`config.mk`:
```
export PLATFORM = sky130hd
export DESIGN_NAME = lw_unpacker
export DESIGN_NICKNAME = d
export VERILOG_FILES = /design/src/rtl/lwu_pkg.sv /design/src/rtl/lwu_byte_swap.sv /design/src/rtl/lwu_piece_seq.sv /design/src/rtl/lwu_piece_out.sv /design/src/rtl/lw_unpacker.sv
export SDC_FILE = /design/constraint.sdc
export NUM_CORES = 1
export LEC_CHECK = 0
export BUFFER_PORTS_ARGS = -buffer_cell sky130_fd_sc_hd__buf_2
export CORE_MARGIN = 1.5
export CORE_UTILIZATION = 51
export DETAILED_ROUTE_END_ITERATION = 10
export GPL_TIMING_DRIVEN = 0
export MAX_ROUTING_LAYER = met4
export PLACE_DENSITY = 0.73
export SLEW_MARGIN = 20
export SYNTH_ARGS = -nofsm -noshare
export SYNTH_HDL_FRONTEND = slang
export SYNTH_SLANG_ARGS = --single-unit
```
`constraint.sdc`:
```
create_clock -name clk -period 1.7 [get_ports clk]
set_input_delay 0 -clock clk [delete_from_list [all_inputs] [get_ports clk]]
set_output_delay 0 -clock clk [all_outputs]
set_load 0.05 [all_outputs]
```
`src/rtl/lwu_pkg.sv`:
```
// Package: shared encodings for the long-word unpacker.
// Assumes: size and swap codes are static between resets.
package lwu_pkg;

    typedef enum logic [1:0] {
        SWAP_KEEP = 2'b00,
        SWAP_REV  = 2'b01,
        SWAP_HALF = 2'b10,
        SWAP_PAIR = 2'b11
    } swap_mode_e;

    localparam logic [1:0] SIZE_BYTE = 2'b01;
    localparam logic [1:0] SIZE_WORD = 2'b10;

endpackage

```
`src/rtl/lwu_byte_swap.sv`:
```
// Module: lwu_byte_swap
// Rearranges whole bytes of a long word according to the swap mode.
// Assumes: LANES is even; the mode is static while data flows.
module lwu_byte_swap #(
    parameter int BYTE_W = 9,
    parameter int LANES  = 4
) (
    input  logic [1:0]              swap_sel,
    input  logic [BYTE_W*LANES-1:0] din,
    output logic [BYTE_W*LANES-1:0] dout
);
    import lwu_pkg::*;

    localparam int HALF = LANES / 2;

    swap_mode_e mode;
    assign mode = swap_mode_e'(swap_sel);

    for (genvar g = 0; g < LANES; g++) begin : g_lane
        localparam int SRC_REV  = LANES - 1 - g;
        localparam int SRC_HALF = (g + HALF) % LANES;
        localparam int SRC_PAIR = (g / HALF) * HALF + (HALF - 1 - (g % HALF));

        // Pick the source byte for this output lane.
        always_comb begin
            unique case (mode)
                SWAP_REV:  dout[g*BYTE_W +: BYTE_W] = din[SRC_REV*BYTE_W  +: BYTE_W];
                SWAP_HALF: dout[g*BYTE_W +: BYTE_W] = din[SRC_HALF*BYTE_W +: BYTE_W];
                SWAP_PAIR: dout[g*BYTE_W +: BYTE_W] = din[SRC_PAIR*BYTE_W +: BYTE_W];
                default:   dout[g*BYTE_W +: BYTE_W] = din[g*BYTE_W        +: BYTE_W];
            endcase
        end
    end

endmodule

```
`src/rtl/lwu_piece_seq.sv`:
```
// Module: lwu_piece_seq
// Counts pieces of the current long word and decides when to pop the source.
// Assumes: byte_mode is static between resets; the source is fall-through.
module lwu_piece_seq #(
    parameter int LANES = 4,
    localparam int IDX_W = $clog2(LANES)
) (
    input  logic             clk,
    input  logic             rst_n,
    input  logic             byte_mode,
    input  logic             rd_en,
    input  logic             src_valid,
    output logic             fire,
    output logic             first,
    output logic [IDX_W-1:0] piece_idx,
    output logic             avail,
    output logic             src_pop
);
    localparam logic [IDX_W-1:0] LAST_BYTE = IDX_W'(LANES - 1);
    localparam logic [IDX_W-1:0] LAST_WORD = IDX_W'(LANES / 2 - 1);

    logic [IDX_W-1:0] idx_q;
    logic             last;

    // Decode the piece position and the handshake of this cycle.
    always_comb begin
        first   = (idx_q == '0);
        last    = byte_mode ? (idx_q == LAST_BYTE) : (idx_q == LAST_WORD);
        avail   = !first || src_valid;
        fire    = rd_en && avail;
        src_pop = fire && first;
    end

    // Advance the piece counter on each accepted read and wrap after the last piece.
    always_ff @(posedge clk) begin
        if (!rst_n) begin
            idx_q <= '0;
        end else if (fire) begin
            idx_q <= last ? '0 : idx_q + 1'b1;
        end
    end

    assign piece_idx = idx_q;

endmodule

```
`src/rtl/lwu_piece_out.sv`:
```
// Module: lwu_piece_out
// Holds the swapped long word and loads the selected piece into the output register.
// Assumes: piece_idx stays within the piece count of the active mode.
module lwu_piece_out #(
    parameter int BYTE_W = 9,
    parameter int LANES  = 4,
    localparam int IDX_W = $clog2(LANES),
    localparam int LW_W  = BYTE_W * LANES,
    localparam int OUT_W = 2 * BYTE_W
) (
    input  logic             clk,
    input  logic             rst_n,
    input  logic             byte_mode,
    input  logic             fire,
    input  logic             first,
    input  logic [IDX_W-1:0] piece_idx,
    input  logic [LW_W-1:0]  swapped,
    output logic [OUT_W-1:0] dout
);
    logic [LW_W-1:0]   hold_q;
    logic [LW_W-1:0]   src_w;
    logic [BYTE_W-1:0] lane [LANES];
    logic [BYTE_W-1:0] byte_pick;
    logic [OUT_W-1:0]  word_pick;
    logic [OUT_W-1:0]  dout_q;

    // A fresh long word is used directly; later pieces come from the holding register.
    assign src_w = first ? swapped : hold_q;

    for (genvar g = 0; g < LANES; g++) begin : g_split
        assign lane[g] = src_w[g*BYTE_W +: BYTE_W];
    end

    // Choose the byte and the word addressed by the piece counter, most significant first.
    always_comb begin
        byte_pick = '0;
        word_pick = '0;
        for (int k = 0; k < LANES; k++) begin
            if (piece_idx == IDX_W'(k)) byte_pick = lane[LANES-1-k];
        end
        for (int k = 0; k < LANES / 2; k++) begin
            if (piece_idx == IDX_W'(k)) word_pick = {lane[LANES-1-2*k], lane[LANES-2-2*k]};
        end
    end

    // Capture the remainder of a new long word and update the output register.
    always_ff @(posedge clk) begin
        if (!rst_n) begin
            hold_q <= '0;
            dout_q <= '0;
        end else if (fire) begin
            if (first) hold_q <= swapped;
            if (byte_mode) dout_q[BYTE_W-1:0] <= byte_pick;
            else           dout_q             <= word_pick;
        end
    end

    assign dout = dout_q;

endmodule

```
`src/rtl/lw_unpacker.sv`:
```
// Module: lw_unpacker (top)
// Unpacks swapped long words from a fall-through FIFO into byte or word pieces.
// Assumes: size_sel is 01 or 10; size_sel and swap_sel change only under reset.
module lw_unpacker #(
    parameter int BYTE_W = 9,
    parameter int LANES  = 4
) (
    input  logic                      clk,
    input  logic                      rst_n,
    input  logic [1:0]                size_sel,
    input  logic [1:0]                swap_sel,
    input  logic [BYTE_W*LANES-1:0]   src_data,
    input  logic                      src_valid,
    output logic                      src_pop,
    input  logic                      rd_en,
    output logic [2*BYTE_W-1:0]       dout,
    output logic                      dout_avail
);
    import lwu_pkg::*;

    localparam int IDX_W = $clog2(LANES);
    localparam int LW_W  = BYTE_W * LANES;

    logic             byte_mode;
    logic             fire;
    logic             first;
    logic [IDX_W-1:0] piece_idx;
    logic [LW_W-1:0]  swapped;

    // Decode the static bus size.
    assign byte_mode = (size_sel == SIZE_BYTE);

    lwu_byte_swap #(.BYTE_W(BYTE_W), .LANES(LANES)) u_swap (
        .swap_sel (swap_sel),
        .din      (src_data),
        .dout     (swapped)
    );

    lwu_piece_seq #(.LANES(LANES)) u_seq (
        .clk       (clk),
        .rst_n     (rst_n),
        .byte_mode (byte_mode),
        .rd_en     (rd_en),
        .src_valid (src_valid),
        .fire      (fire),
        .first     (first),
        .piece_idx (piece_idx),
        .avail     (dout_avail),
        .src_pop   (src_pop)
    );

    lwu_piece_out #(.BYTE_W(BYTE_W), .LANES(LANES)) u_out (
        .clk       (clk),
        .rst_n     (rst_n),
        .byte_mode (byte_mode),
        .fire      (fire),
        .first     (first),
        .piece_idx (piece_idx),
        .swapped   (swapped),
        .dout      (dout)
    );

endmodule

```
==> Word level (Yosys, flattened, before mapping) <==
Index checks and enable logic that the tools add are counted.
Widths: inputs -> output; s select.
{ "classes": {"order_cmp": 0, "n_div": 0, "multipliers": 0, "muxes": 14, "n_bitwise": 1, "eq_ne": 7, "n_shift": 0, "reduce_logical": 6, "n_addsub": 1} }
{ "ops": {"columns": ["cell", "count"], "rows": [
  ["$pmux 9 s3", 4],
  ["$mux 9", 5],
  ["$mux 18", 2],
  ["$mux 36", 1],
  ["$eq 2x2->1 const B", 4],
  ["$eq 2x1->1 const B", 3],
  ["$add 2x1->2 const B", 1],
  ["$logic_and 1x1->1", 2],
  ["$logic_not 2->1", 1],
  ["$mux 2", 1],
  ["$reduce_and 2->1", 1],
  ["$logic_not 1->1", 1],
  ["$logic_or 1x1->1", 1],
  ["$mux 1", 1],
  ["$not 1->1", 1]
]} }
{ "totals": {"ram_bits": 0, "latch_bits": 0, "romBits": 0, "n_memories": 0, "in_bits": 44, "reg_bits": 56, "output_inout_bits": 20} }

==> Logic depth before layout (Yosys ltp) <==
{ "logic_depth": {"ltp_word": 8, "depth_mapped": 9, "depth_no_buf": 7} }

==> Cells and area by module <==
A second synthesis with hierarchy kept.
{ "unflattened": {"cells_unflattened": 382, "area_unflattened_um2": 4165.2} }
{ "by_module_without_submodules": {"columns": ["module", "area_each_um2", "cells_each", "seq_area_each_um2", "instances"], "rows": [
  ["lwu_piece_out", 3078.0, 321, 1081.0, 1],
  ["lwu_byte_swap", 929.6, 44, 0.0, 1],
  ["lwu_piece_seq", 143.9, 16, 40.0, 1],
  ["lw_unpacker", 13.8, 1, 0.0, 1]
]} }

==> Worst setup path after synthesis <==
Ideal clock, no wire load.
{ "synth_timing": {"path_kind": "register to register", "from": "register u_seq.idx_q[0] (netlist: u_seq.piece_idx[0])", "to": "register u_out.dout_q[3] (netlist: u_out.dout[3])", "period_less_slack_ns": 2.085, "path_stages_with_launch": 8, "slack_ns": -0.385, "arrival_ns": 1.992, "cell_sequence": "dfxtp_1 > inv_1 > ha_1 > nand2b_1 > and2_1 > clkbuf_1 > o221ai_1 > o32ai_1"} }
{ "synth_lines": {"columns": ["item", "line_no", "source"], "rows": [
  ["from (decl)", "lwu_piece_seq.sv:22", "logic [IDX_W-1:0] idx_q;"],
  ["from (signal assigned)", "lwu_piece_seq.sv:39", "idx_q <= last ? '0 : idx_q + 1'b1;"],
  ["$logic_not 2->1", "lwu_piece_seq.sv:27", "first = (idx_q == '0);"],
  ["$logic_not 1->1", "lwu_piece_seq.sv:29", "avail = !first || src_valid;"],
  ["$logic_or 1x1->1", "lwu_piece_seq.sv:29", null],
  ["via dout_avail", "lw_unpacker.sv:17", "output logic dout_avail"],
  ["$logic_and 1x1->1", "lwu_piece_seq.sv:30", "fire = rd_en && avail;"],
  ["to (signal, indexed assignment)", "lwu_piece_out.sv:53", "if (byte_mode) dout_q[BYTE_W-1:0] <= byte_pick;"],
  ["to (signal assigned)", "lwu_piece_out.sv:54", "else dout_q <= word_pick;"],
  ["to (decl)", "lwu_piece_out.sv:25", "logic [OUT_W-1:0] dout_q;"]
]} }
The timed path passes the listed nets, and every way through them passes these cells.
A chain may end at the register's enable or synchronous reset.

==> Worst setup path in the final report <==
{ "layout_timing": {"from": "register u_seq.idx_q[0] (netlist: u_seq.piece_idx[0])", "to": "register u_out.dout_q[8] (netlist: u_out.dout[8])"} }
{ "layout_between": {"elab_chain_len": 7} }
{ "layout_lines": {"columns": ["item", "line_no", "source"], "rows": [
  ["$logic_not 2->1", "lwu_piece_seq.sv:27, lwu_piece_out.sv:39, lwu_piece_out.sv:42", null],
  ["$mux 36", null, null],
  ["$mux 9 (4 in series)", "lwu_piece_out.sv:39", "if (piece_idx == IDX_W'(k)) byte_pick = lane[LANES-1-k];"],
  ["$mux 9", "lwu_piece_out.sv:53", null]
]} }
Several ways; a longest one is shown, not always the timed one.

==> summary.md <==
| Metric | Value |
|---|---|
| Hold Violations, Final | `0` |
| Die area | `7300 µm²` |
| CP startpoint kind | `register` |
| Worst skew pair latency | `0.31 ns` |
| Post-DP HPWL | `8110 µm` |
| Failing checks | `DRC, setup timing` |
| Num CTS Buffers | `5` |
| Hold WC Path Type | `in2reg` |
| Iter 0 DRT Violations | `301` |
| Vias | `3523` |
| Cts hold-fix bufs | `0` |
| Die H | `between 80 and 90 µm` |
| Syn Nets | `429` |
| Setup WS pre-CTS | `-0.406 ns` |
| Number of synthesized flops with an enable pin | `0` |
| Met3 usage | `0.0438` |
| Initial core utilization | `0.537` |
| GRT overflow | `0` |
| Via-to-Cell Ratio | `6.57` |
| Initial antenna violation count | `0` |
| Synth area leaders | `dfxtp_1 27%, mux4_2 19%, nand2_1 9.2%` |
| WP data required | `1.90 ns` |
| Max Fclk | `546 MHz` |
| Synthesized instance count | `~380` |
| Max_cap viols | `0` |
| Largest net degree at the start of global routing | `15` |
| GR Layer Usage met1 | `0.419` |
| # nets final | `506` |
| Mean Syn Cell Area | `9.10 µm²` |
| Diodes inserted | `0` |
| IO Pins | `64` |
| Yosys top cell area share | `0.271` |
| RSZ-0062 raised after global routing | `yes` |
| CTS sink count | `between 40 and 50` |
| Core Rows | `29` |
| Placed instance area | `3910 µm²` |
| Outcome | `finished with violations` |
| Synth warnings | `0` |
| Crit Path Class | `reg2reg` |
| Tot GR Track Use | `0.310` |
| DRT Pass-1 Iters | `8` |
| Routed WL | `between 10000 and 15000 µm` |
| Number of library cell types mapped by synthesis | `38` |
| Drt drc | `3` |
| Worst slew pin tran | `0.677 ns` |
| Crit path DAT | `2.03 ns` |
| Pleak | `1.76 nW` |
| Final setup vio count | `9` |
| Total core area | `6460 µm²` |
| Clk_skew | `0.0154 ns` |
| Antenna-violating nets left | `0` |
| Setup crit end kind | `register` |
| Area added between synthesis and finish | `27.1%` |
| Met2 usage | `0.497` |
| Layout cells sized above 1 | `0.399` |
| Ys flop type | `dfxtp_1` |
| Final worst path period need | `~1.8 ns` |
| Slew HR | `0.548` |
| Routability cong. | `0.939` |
| Seq/Total Area, Yosys | `0.271` |
| CTS root buf | `clkbuf_8` |
| FF+latch count, synth | `47` |
| Die width | `85.4 µm` |
| Area leader, netlist | `dfxtp_1` |
| Max Slew Vio Count | `0` |
| Post-synthesis cell area | `about 3500 µm²` |
| Port Buffers | `61` |
| GRT busiest layer | `met2` |
| Design area | `4410 µm²` |
| Worst VDD drop | `0.372 mV` |
| Clock-pin slew on the worst setup and hold paths | `around 0.10 ns` |
| PwrDens | `769 nW/µm²` |
| Ys async rst share | `0` |
| CP Max Fanout | `5` |
| CTS tree | `yes` |
| First-pass GRT wire length | `17000 µm` |
| Clk buf depth | `2` |
| Final WS setup | `-0.131 ns` |
| Number of global-route vias before repair | `3303` |
| DR WL/cell | `20.3 µm` |
| Tcrit/Tclk final | `1.08` |
| # H-tree levels | `2` |
-- metal layers --
| layer | part of all wire | vias to the layer above |
|---|---|---|
| li1 | - | 1598 |
| met1 | 0.42 | 1670 |
| met2 | 0.47 | 235 |
| met3 | 0.092 | 20 |
| met4 | 0.018 | 0 |
| met5 | 0 | - |
-- worst paths after layout --
check,startpoint,end,slack [ns],depth (start not counted)
worst max-delay path,u_seq.piece_idx[0],u_out.dout[8],-0.13,7
worst min-delay path,rst_n,u_out.dout[11],0.05,3
worst min register to register,u_out.hold_q[6],u_out.hold_q[6],0.46,2
worst max register to register,u_seq.piece_idx[0],u_out.dout[8],-0.13,7
-- area by class of cell --
cell class / instances / area, µm²
Tap cell: 77 / 96.3
Multi-Input combinational cell: 293 / 2550
Timing Repair Buffer: 72 / 413
Sequential cell: 47 / 946
Clock inverter: 1 / 8.76
Clock buffer: 7 / 86.3
Inverter: 5 / 23.8
Fill cell: 523 / 2050
Buffer: 34 / 277
-- power breakdown --
group          total, mW  internal (mW)  switching [mW]
clock network      0.742          0.334           0.408
logic               1.40          0.574           0.828
registers           1.24           1.19          0.0562
total               3.39           2.10            1.29
-- Yosys cell counts, drive strengths merged (8+ instances only) --
master,count
nand2b,9
a221oi,15
nor2,23
mux4,35
clkbuf,23
buf,13
nand2,85
mux2,8
o21ai,17
dfxtp,47
a21oi,23
mux2i,12
a21boi,10
-- what timing repair did --
item | CTS | global route
pin swaps | 17 | 13
setup endpoints to repair | 41 | 41
gates resized for setup | 47 | 45
buffers inserted | 8 | 3
-- metrics by stage --
stage	power, mW	hold WS (ns)	setup TNS, ns	instances	util
floorplan	2.10	0.205	0	381	-
global placement	2.41	0.365	-9.89	519	0.606
detailed placement	2.43	0.376	-10.27	519	0.606
CTS	3.28	0.0433	-0.628	534	0.661
global route	3.52	0.0566	-1.59	536	0.682
finish	3.39	0.0490	-0.763	536	0.682
-- worst max-delay path: stages (launching register included) --
cell	delay (ns)
dfxtp_4	0.37
buf_6	0.10
ha_4	0.19
mux4_2	0.52
mux2i_2	0.20
nor2_1	0.07
a211oi_2	0.16
o22ai_1	0.10
-- cell usage in the layout, fill, tap and decap left out, types with 3 or more instances in the layout --
| master | n |
|---|---|
| a21oi_1 | 22 |
| clkbuf_8 | 9 |
| nand2b_1 | 8 |
| mux4_1 | 6 |
| mux2i_1 | 11 |
| mux2_2 | 7 |
| nor2_1 | 22 |
| buf_2 | 66 |
| nor2b_1 | 3 |
| o32ai_1 | 5 |
| a32o_2 | 3 |
| buf_6 | 10 |
| nand3_1 | 3 |
| o21ai_0 | 16 |
| a221oi_1 | 6 |
| a221oi_2 | 8 |
| clkbuf_4 | 3 |
| buf_4 | 12 |
| a21boi_0 | 10 |
| o22ai_1 | 4 |
| clkbuf_1 | 7 |
| nand2_1 | 84 |
| a311oi_2 | 5 |
| mux4_2 | 29 |
| clkbuf_2 | 3 |
| o221ai_1 | 5 |
| dfxtp_1 | 45 |
-- cell families after synthesis --
family	after synthesis	share of synthesized area
compound gates	100	0.203
xor+xnor	1	0.00253
fa+ha+maj	4	0.0144
flops	47	0.271
simple gates	133	0.158
mux	55	0.295
buf+inv	41	0.0552
-- flip-flops by register name, indices dropped and copies added, names as in the netlist --
signal / count
u_out.hold_q: 27
u_out.dout: 18
u_seq.piece_idx: 2
Power figures use the tool's default switching activity.
